--- config.mk ---
export PLATFORM = sky130hd
export DESIGN_NAME = clk_src_mux
export DESIGN_NICKNAME = d
export VERILOG_FILES = /design/src/rtl/csm_pkg.sv /design/src/rtl/csm_sel_regs.sv /design/src/rtl/csm_consumer.sv /design/src/rtl/clk_src_mux.sv
export SDC_FILE = /design/constraint.sdc
export NUM_CORES = 1
export LEC_CHECK = 0
export ABC_AREA = 1
export BUFFER_PORTS_ARGS = -buffer_cell sky130_fd_sc_hd__buf_2
export CAP_MARGIN = 20
export CORE_MARGIN = 4
export CORE_UTILIZATION = 55
export DETAILED_ROUTE_END_ITERATION = 10
export PLACE_DENSITY = 0.8
export SLEW_MARGIN = 15
export SYNTH_ARGS = -nofsm -noshare
export SYNTH_HDL_FRONTEND = slang
export SYNTH_SLANG_ARGS = --single-unit
--- constraint.sdc ---
create_clock -name clk -period 2.15 [get_ports clk]
set_input_delay 0.43 -clock clk [delete_from_list [all_inputs] [get_ports clk]]
set_output_delay 0.43 -clock clk [all_outputs]
set_load 0.01 [all_outputs]
--- src/rtl/csm_pkg.sv ---
// Shared definitions for the consumer clock source selector.
// Assumes a two-bit divider index; the ratio table is computed, not stored.
package csm_pkg;

    localparam int RATIO_W = 3;

    typedef enum logic [1:0] {
        OP_SRC = 2'd0,
        OP_EN  = 2'd1,
        OP_DIS = 2'd2,
        OP_DIV = 2'd3
    } csm_op_e;

    // Ratio for a divider index; index 2 differs between the two tables.
    function automatic logic [RATIO_W-1:0] csm_ratio(input logic [1:0] idx,
                                                     input logic       ext);
        case (idx)
            2'd0:    csm_ratio = RATIO_W'(1);
            2'd1:    csm_ratio = RATIO_W'(4);
            2'd2:    csm_ratio = ext ? RATIO_W'(3) : RATIO_W'(1);
            default: csm_ratio = RATIO_W'(2);
        endcase
    endfunction

endpackage

--- src/rtl/csm_sel_regs.sv ---
// Holds the source-select word and a remembered source for each consumer.
// Commands are one cycle each and act on the next clock edge.
// Assumes WORD_W >= NUM_CON*(SRC_W+DIV_W); spare upper bits keep their boot value.
module csm_sel_regs
    import csm_pkg::*;
#(
    parameter int NUM_CON = 6,
    parameter int NUM_GEN = 6,
    parameter int SRC_W   = 3,
    parameter int DIV_W   = 2,
    parameter int IDX_W   = 3,
    parameter int WORD_W  = 32
) (
    input  logic              clk,
    input  logic              rst_n,
    input  logic [WORD_W-1:0] boot_word,
    input  logic              cmd_valid,
    input  logic [1:0]        cmd_op,
    input  logic [IDX_W-1:0]  cmd_idx,
    input  logic [SRC_W-1:0]  cmd_arg,
    output logic [WORD_W-1:0] sel_word
);
    localparam int FLD_W  = SRC_W + DIV_W;
    localparam int USED_W = NUM_CON * FLD_W;

    for (genvar i = 0; i < NUM_CON; i++) begin : g_fld
        logic [SRC_W-1:0] src_q;
        logic [DIV_W-1:0] div_q;
        logic [SRC_W-1:0] mem_q;
        logic [SRC_W-1:0] boot_src;
        logic             hit;

        assign boot_src = boot_word[i*FLD_W+DIV_W +: SRC_W];
        assign hit      = cmd_valid && (cmd_idx == IDX_W'(i));

        // Field and remembered-source update for consumer i.
        always_ff @(posedge clk) begin
            if (!rst_n) begin
                src_q <= boot_src;
                div_q <= boot_word[i*FLD_W +: DIV_W];
                mem_q <= (boot_src != '0) ? boot_src : SRC_W'(1);
            end else if (hit) begin
                case (csm_op_e'(cmd_op))
                    OP_SRC: begin
                        if (cmd_arg <= SRC_W'(NUM_GEN)) begin
                            mem_q <= cmd_arg + SRC_W'(1);
                            if (src_q != '0) src_q <= cmd_arg + SRC_W'(1);
                        end
                    end
                    OP_EN:   src_q <= mem_q;
                    OP_DIS:  src_q <= '0;
                    default: div_q <= cmd_arg[DIV_W-1:0];
                endcase
            end
        end

        assign sel_word[i*FLD_W +: FLD_W] = {src_q, div_q};
    end

    if (WORD_W > USED_W) begin : g_spare
        logic [WORD_W-USED_W-1:0] spare_q;
        // Spare upper bits: loaded at reset, never written by commands.
        always_ff @(posedge clk) begin
            if (!rst_n) spare_q <= boot_word[WORD_W-1:USED_W];
        end
        assign sel_word[WORD_W-1:USED_W] = spare_q;
    end

endmodule

--- src/rtl/csm_consumer.sv ---
// One consumer path: source mux, switch gating and post-divider.
// A new source code is taken only while the registered output is low, and a
// pending switch forces the output low. Assumes ratios fit in CNT_W bits + 1.
module csm_consumer
    import csm_pkg::*;
#(
    parameter int NUM_GEN = 6,
    parameter int SRC_W   = 3,
    parameter int DIV_W   = 2,
    parameter int CNT_W   = 2
) (
    input  logic               clk,
    input  logic               rst_n,
    input  logic               ext_mode,
    input  logic [SRC_W-1:0]   src_code,
    input  logic [DIV_W-1:0]   div_sel,
    input  logic               aux_tick,
    input  logic [NUM_GEN-1:0] gen_tick,
    output logic               tick_out
);
    localparam int NUM_SRC = 1 << SRC_W;

    logic [SRC_W-1:0]   act_q;
    logic [CNT_W-1:0]   cnt_q;
    logic               tick_q;
    logic [NUM_SRC-1:0] src_vec;
    logic               in_tick;
    logic [RATIO_W-1:0] ratio;
    logic [CNT_W-1:0]   last_cnt;

    // Place the inputs at their source codes; code 0 carries no ticks.
    always_comb begin
        src_vec    = '0;
        src_vec[1] = aux_tick;
        for (int g = 0; g < NUM_GEN; g++) src_vec[g+2] = gen_tick[g];
    end

    assign in_tick  = src_vec[act_q];
    assign ratio    = csm_ratio(div_sel, ext_mode);
    assign last_cnt = CNT_W'(ratio - RATIO_W'(1));

    // Switch gating, then counting of the applied source's ticks.
    always_ff @(posedge clk) begin
        if (!rst_n) begin
            act_q  <= '0;
            cnt_q  <= '0;
            tick_q <= 1'b0;
        end else if (act_q != src_code) begin
            tick_q <= 1'b0;
            if (!tick_q) begin
                act_q <= src_code;
                cnt_q <= '0;
            end
        end else if (act_q == '0) begin
            tick_q <= 1'b0;
            cnt_q  <= '0;
        end else if (in_tick) begin
            if (cnt_q >= last_cnt) begin
                cnt_q  <= '0;
                tick_q <= 1'b1;
            end else begin
                cnt_q  <= cnt_q + CNT_W'(1);
                tick_q <= 1'b0;
            end
        end else begin
            tick_q <= 1'b0;
        end
    end

    assign tick_out = tick_q;

endmodule

--- src/rtl/clk_src_mux.sv ---
// Top of the consumer clock source selector: one select word, six consumers.
// Assumes all tick inputs are synchronous to clk and at most one per cycle.
module clk_src_mux
    import csm_pkg::*;
#(
    parameter int NUM_CON = 6,
    parameter int NUM_GEN = 6,
    parameter int SRC_W   = 3,
    parameter int DIV_W   = 2,
    parameter int IDX_W   = 3,
    parameter int CNT_W   = 2,
    parameter int WORD_W  = 32
) (
    input  logic               clk,
    input  logic               rst_n,
    input  logic               ext_mode,
    input  logic [WORD_W-1:0]  boot_word,
    input  logic               cmd_valid,
    input  logic [1:0]         cmd_op,
    input  logic [IDX_W-1:0]   cmd_idx,
    input  logic [SRC_W-1:0]   cmd_arg,
    input  logic               aux_tick,
    input  logic [NUM_GEN-1:0] gen_tick,
    output logic [WORD_W-1:0]  sel_word,
    output logic [NUM_CON-1:0] con_en,
    output logic [NUM_CON-1:0] con_tick
);
    localparam int FLD_W = SRC_W + DIV_W;

    csm_sel_regs #(
        .NUM_CON(NUM_CON), .NUM_GEN(NUM_GEN), .SRC_W(SRC_W),
        .DIV_W(DIV_W), .IDX_W(IDX_W), .WORD_W(WORD_W)
    ) u_regs (
        .clk(clk), .rst_n(rst_n), .boot_word(boot_word),
        .cmd_valid(cmd_valid), .cmd_op(cmd_op), .cmd_idx(cmd_idx),
        .cmd_arg(cmd_arg), .sel_word(sel_word)
    );

    for (genvar i = 0; i < NUM_CON; i++) begin : g_con
        logic [SRC_W-1:0] src_code;
        logic [DIV_W-1:0] div_sel;

        assign src_code  = sel_word[i*FLD_W+DIV_W +: SRC_W];
        assign div_sel   = sel_word[i*FLD_W +: DIV_W];
        assign con_en[i] = (src_code != '0);

        csm_consumer #(
            .NUM_GEN(NUM_GEN), .SRC_W(SRC_W), .DIV_W(DIV_W), .CNT_W(CNT_W)
        ) u_con (
            .clk(clk), .rst_n(rst_n), .ext_mode(ext_mode),
            .src_code(src_code), .div_sel(div_sel),
            .aux_tick(aux_tick), .gen_tick(gen_tick), .tick_out(con_tick[i])
        );
    end

endmodule

# --- Word-level counts from Yosys, hierarchy flattened ---
# Cells that the tools add are included.
op_classes:
  n_addsub: 13
  multipliers: 0
  div: 0
  magnitude_cmp: 13
  eq_ne: 48
  shift: 0
  n_mux: 118
  n_bitwise: 13
  reduce_logical: 75
op_table:
  columns: ["op", "count"]
  rows:
  - ["3-bit two-way mux", 44]
  - ["2-bit two-way mux", 44]
  - ["3-bit case mux with 3 select lines", 6]
  - ["3-bit nonzero test", 18]
  - ["2-bit case mux with 3 select lines", 6]
  - ["2-bit AND reduction", 18]
  - ["3-bit by 4-bit < comparator with 1-bit output, second input constant", 6]
  - ["4-bit AND reduction", 6]
  - ["4-bit OR reduction", 6]
  - ["3-bit logical NOT", 7]
  - ["1-bit binary-select mux with 3-bit select", 6]
  - ["3-bit != test", 6]
  - ["3-bit != test, second input constant", 6]
  - ["3-bit AND reduction", 6]
  - ["2-bit by 1-bit != test with 1-bit output, second input constant", 8]
  - ["2-bit by 1-bit equality test with 1-bit output, second input constant", 7]
  - ["2-bit equality test, second input constant", 7]
  - ["2-bit logical NOT", 7]
  - ["2-bit != test, second input constant", 7]
  - ["1-bit NOT", 13]
  - ["2-bit by 1-bit adder with 2-bit output, second input constant", 6]
  - ["2-bit greater-or-equal comparator", 6]
  - ["1-bit two-way mux", 12]
  - ["2-bit by 1-bit subtractor with 2-bit output, second input constant", 6]
  - ["9 further kinds", 16]
totals:
  regBits: 86
  latch_bits: 0
  ramBits: 0
  rom_bits: 0
  inputBits: 51
  out_inout_bits: 44
  word_cells: 317
  n_memories: 0

# --- Depth between registers and ports, before layout ---
logic_depth:
  depth_word: 8
  mapped_depth: 11
  depth_no_buf: 11

# --- Hierarchy ---
# Synthesis repeated with hierarchy kept, for this count alone.
hier_totals:
  hier_cells: 768
  hier_area_um2: 5482.8
modules_own_cells:
  columns: ["mod", "n_inst", "cells_per_inst", "area_per_inst_um2"]
  rows:
  - ["csm_sel_regs", 1, 284, 2529.9]
  - ["csm_consumer at g_con[0].u_con ...", 4, 77, 473.0]
  - ["csm_consumer at g_con[4].u_con ...", 2, 79, 496.7]
  - ["clk_src_mux", 1, 18, 67.6]

# --- Worst setup path before layout ---
# Ideal clock, no wire load.
synth_path:
  path_kind: "input port to flip-flop"
  startpoint: "in cmd_op[0]"
  endpoint: "reg u_regs.g_fld[2].src_q[1] (data pin)"
  setup_ps: 253
  arrival_ps: 1370
  setup_slack_ps: 527
  cell_stages: 9
  path_cell_list: "inv_1 > ha_1 > nand2_1 > clkinv_1 > buf_2 > nand2_1 > nand2_1 > nand2_1 > nand2_1"
synth_between:
  elab_chain_cells: 4
  word_cells_on_any_way: 6
synth_lines:
  columns: ["item", "line", "text"]
  rows:
  - ["from (decl)", "clk_src_mux.sv:19", "input logic [1:0] cmd_op,"]
  - ["2-bit equality test (tied with other cells)", "csm_sel_regs.sv:43", "case (csm_op_e'(cmd_op))"]
  - ["3-bit case mux with 3 select lines (*)", "csm_sel_regs.sv:43", null]
  - ["3-bit two-way mux (*)", "csm_sel_regs.sv:42", "end else if (hit) begin"]
  - ["3-bit two-way mux (*)", "csm_sel_regs.sv:38", "if (!rst_n) begin"]
  - ["to (signal assigned)", "csm_sel_regs.sv:39", "src_q <= boot_src;"]
  - ["to (signal assigned)", "csm_sel_regs.sv:47", "if (src_q != '0) src_q <= cmd_arg + SRC_W'(1);"]
  - ["to (signal assigned)", "csm_sel_regs.sv:50", "OP_EN: src_q <= mem_q;"]
  - ["to (decl)", "csm_sel_regs.sv:27", "logic [SRC_W-1:0] src_q;"]
# Mark *: on every way between the ends. The rest lies on a longest branch, timed or not. The select of a mux whose other input is x is not followed.
# A chain may end at the register's enable or synchronous reset.

# --- Final worst setup path ---
layout_path:
  startpoint: "reg u_regs.g_fld[2].div_q[0]"
  endpoint: "reg g_con[2].u_con.cnt_q[0]"
layout_between:
  elab_chain_cells: 8
  word_cells_on_any_way: 10
layout_lines:
  columns: ["item", "line", "text"]
  rows:
  - ["from (decl)", "csm_sel_regs.sv:28", "logic [DIV_W-1:0] div_q;"]
  - ["from (signal assigned)", "csm_sel_regs.sv:40", "div_q <= boot_word[i*FLD_W +: DIV_W];"]
  - ["from (signal assigned)", "csm_sel_regs.sv:52", "default: div_q <= cmd_arg[DIV_W-1:0];"]
  - ["2-bit equality test (tied with other cells)", "csm_pkg.sv:17", "case (idx)"]
  - ["2-bit case mux with 3 select lines (*)", "csm_pkg.sv:17", null]
  - ["2-bit by 1-bit subtractor with 2-bit output (*)", "csm_consumer.sv:40", "assign last_cnt = CNT_W'(ratio - RATIO_W'(1));"]
  - ["2-bit greater-or-equal comparator (*)", "csm_consumer.sv:58", "if (cnt_q >= last_cnt) begin"]
  - ["2-bit two-way mux (*)", "csm_consumer.sv:58", null]
  - ["2-bit two-way mux (*)", "csm_consumer.sv:57", "end else if (in_tick) begin"]
  - ["2-bit two-way mux (*)", "csm_consumer.sv:54", "end else if (act_q == '0) begin"]
  - ["2-bit two-way mux (*)", "csm_consumer.sv:48", "end else if (act_q != src_code) begin"]
  - ["to (signal assigned)", "csm_consumer.sv:62", "cnt_q <= cnt_q + CNT_W'(1);"]
  - ["to (decl)", "csm_consumer.sv:24", "logic [CNT_W-1:0] cnt_q;"]
# Marked as above.

==> flow_summary.ini <==
[detailed_routing]
ant_nets = 0
viasPerCell = 5.420
wl_per_cell_um = 15.14
dr.pass1.iters = 5
drc = 0
wl_mm = 13.61
drt_iter0_markers = 285
dr_total_vias = 4873

[yosys]
syn_inst = 695
netlist_area_um2 = 5189
async_flop_share_pct = 0
synth_cell_types = 30
ys_ff_latch = 86
synth_ff_type = edfxtp_1
syn_area_per_cell_um2 = 7.466
yosysWarnings = 0
syn_nets = 764
synth-seq-area-share_pct = 42.83
synth_edf_count = 50

[grt]
grt_pass1_vias = 4726
antenna_found_initial = 0
overflow = 0
grt_max_degree = 29
track_usage_pct = 25.02
grt_pass1_wl_mm = 22.46

[place]
io_buffers = 94
dp_hpwl_mm = 10.75
gp_congestion = 0.9409

[power_and_ir_drop]
leakage_nw = 2.811
p_switching_mw = 1.301
powerDensity_nw_per_um2 = 694.9
internal_power_mw = 2.786
p_seq_share_pct = 50.2
netSwitchingFraction_pct = 31.84
pwr-share-comb_pct = 22.2
pwr-share-clk_pct = 27.6
ir_worst_vdd_uv = 348.3

[floorplan]
rows = 35
die-area_um2 = 11050
core_um2 = 9196
die_h_um = 105.1
io_pins = 95
fp.dieW_um = 105.1
start_util_pct = 56.42

[final_layout]
fillers = 797
num_antenna_cells = 0
areaGrowthSynthToFinish_pct = 13.33
drive_above_1_share_pct = 18.91
nNetsFinal = 852
mostFrequentLayoutCells = nand2_1, buf_2, inv_1
ff_latch_area_um2 = 2222
utilization_pct = 63.95
multi_input_area_um2 = 2495
final_common_cell = nand2_1

[setup_path]
cp-start-kind = register
r2r_cells = 10
critPathRequiredTime_ps = 2450
crit_path_top_delay_cell = edfxtp_1
arrival_ps = 2060
worst-setup-path-type = register to register
crit_cells = 10
cpLargestDelayFamily = simple AND/OR/NAND/NOR gates
cpMostUsedCell = nand2_1
cp_max_fo = 4
cp_num_buf_inv = 0
cp_cell_sequence = nor3_1, a21oi_1, ha_1, nand2_1, nand3b_1, nor3_1, nand2_1, nand3_1, nand2_1, nor2_1
critical_path.max_stage_delay_ps = 470
cp-end-kind = register

[clocking]
cts_tree = built
clock_latency_ps = 360
clockRootBuffer = clkbuf_8
cts_setup_buffers = 0
cts.sinks = 86
cts.hold.buffers_added = 0
clk_path_buf_depth = 2
cts_resized = 0
numCtsBuffers = 9
htreeDepth = 3
cts.clk_slew.worst_paths_ps = 90

[timing]
finClkSkew_ps = 12.65
timing.fmax_ghz = 0.5675
drv_slew = 0
setup_viol_count_final = 0
final.setup.tns_ps = 0
rsz0062_at_grt = no
fin_crit_sh_pct = 81.96
maxSlewHeadroom_pct = 66.69
fin_crit_ps = 1762
hold_viol_final = 0
worst_pin_slew_ps = 499.7

[job]
maxCapViolations = 0

[hold_path]
worstHoldPathType = input pin to register
min_delay_path_depth = 1

[run_status]
status = completed
## Yosys cell counts (all sizes together), types with 9 or more instances
cell    count  area, µm²
nand3      60      330.3
a31oi       9      56.30
nor3       18      90.09
buf        21      152.6
ha         18      225.2
dfxtp      36      720.7
edfxtp     50       1501
a21oi      44      220.2
nand2     217      832.1
xnor2      20      205.2
nor2       80      315.3
o21ai      23      115.1
inv        80      300.3
## worst register-to-register path, cell delays in order (launching register included)
cell,delay (ps)
edfxtp_1,470
nor3_1,210
a21oi_1,60
ha_1,300
nand2_1,70
nand3b_1,130
nor3_1,170
nand2_1,70
nand3_1,80
nand2_1,50
nor2_1,80
## power groups by stage
| stage | Combinational [mW] | Sequential (mW) | Clock (mW) |
|---|---|---|---|
| 2_1_floorplan | 0.627 | 2.06 | 0 |
| 3_3_place_gp | 0.854 | 2.08 | 0 |
| 3_5_place_dp | 0.900 | 2.08 | 0 |
| 4_1_cts | 0.905 | 2.05 | 1.13 |
| 5_1_grt | 1.03 | 2.07 | 1.20 |
| 6_report | 0.909 | 2.05 | 1.13 |
## sequential cells by signal, indices dropped and copies added (netlist names)
signal / count
g_con.u_con.act_q: 18
g_con.u_con.cnt_q: 12
g_con.u_con.tick_out: 6
u_regs.g_fld.div_q: 12
u_regs.g_fld.mem_q: 18
u_regs.g_fld.src_q: 18
u_regs.g_spare.spare_q: 2
## cells by family (layout without fill, tap and decap cells)
group | count (synthesis) | count (layout) | share of synthesized area, %
AND/OR/NAND/NOR | 384 | 384 | 31.32
XOR/XNOR | 21 | 21 | 4.123
adder cells (fa/ha/maj) | 18 | 18 | 4.341
AO/OA/AOI/OAI | 80 | 80 | 8.295
buffers and inverters | 106 | 199 | 9.091
flip-flops | 86 | 86 | 42.83
## routing by layer
layer  vias up  global-route usage [%]  wire length, µm
met4         0                   8.622              303
met3        30                   4.138             1082
li1       2409                       -                -
met2       213                   42.94             6581
met1      2221                   31.92             5644
met5         -                       0                0
## layout make-up
type                    instances  area share (%)
flip-flops and latches         86           37.79
well taps                     111           2.362
multi-input cells             503           42.43
clock buffers                  10           2.170
repair buffers                102           9.021
inverters                      81           5.170
clock inverters                 6           1.064
## final timing paths
| path | start | endpoint | slack (ps) |
|---|---|---|---|
| max | u_regs.g_fld[2].div_q[0] | g_con[2].u_con.cnt_q[0] | 390 |
| min | boot_word[30] | u_regs.g_spare.spare_q[0] | 240 |
| max reg2reg | u_regs.g_fld[2].div_q[0] | g_con[2].u_con.cnt_q[0] | 390 |
| min reg2reg | g_con[3].u_con.tick_out | g_con[3].u_con.act_q[1] | 540 |
## metrics by stage
stage | cells | power (mW) | worst slack, ps | hold slack, ps | area [µm²]
finish | 899 | 4.087 | 387.8 | 240.6 | 5881
global route | 899 | 4.299 | 220.4 | 239.1 | 5881
CTS | 899 | 4.083 | 382.5 | 239.6 | 5881
detailed placement | 883 | 2.984 | 185.2 | 516.5 | 5690
global placement | 883 | 2.931 | 295.6 | 510.4 | 5690
floorplan | 695 | 2.689 | 526.9 | 470.6 | 5189
(Power assumes the default switching activity.)
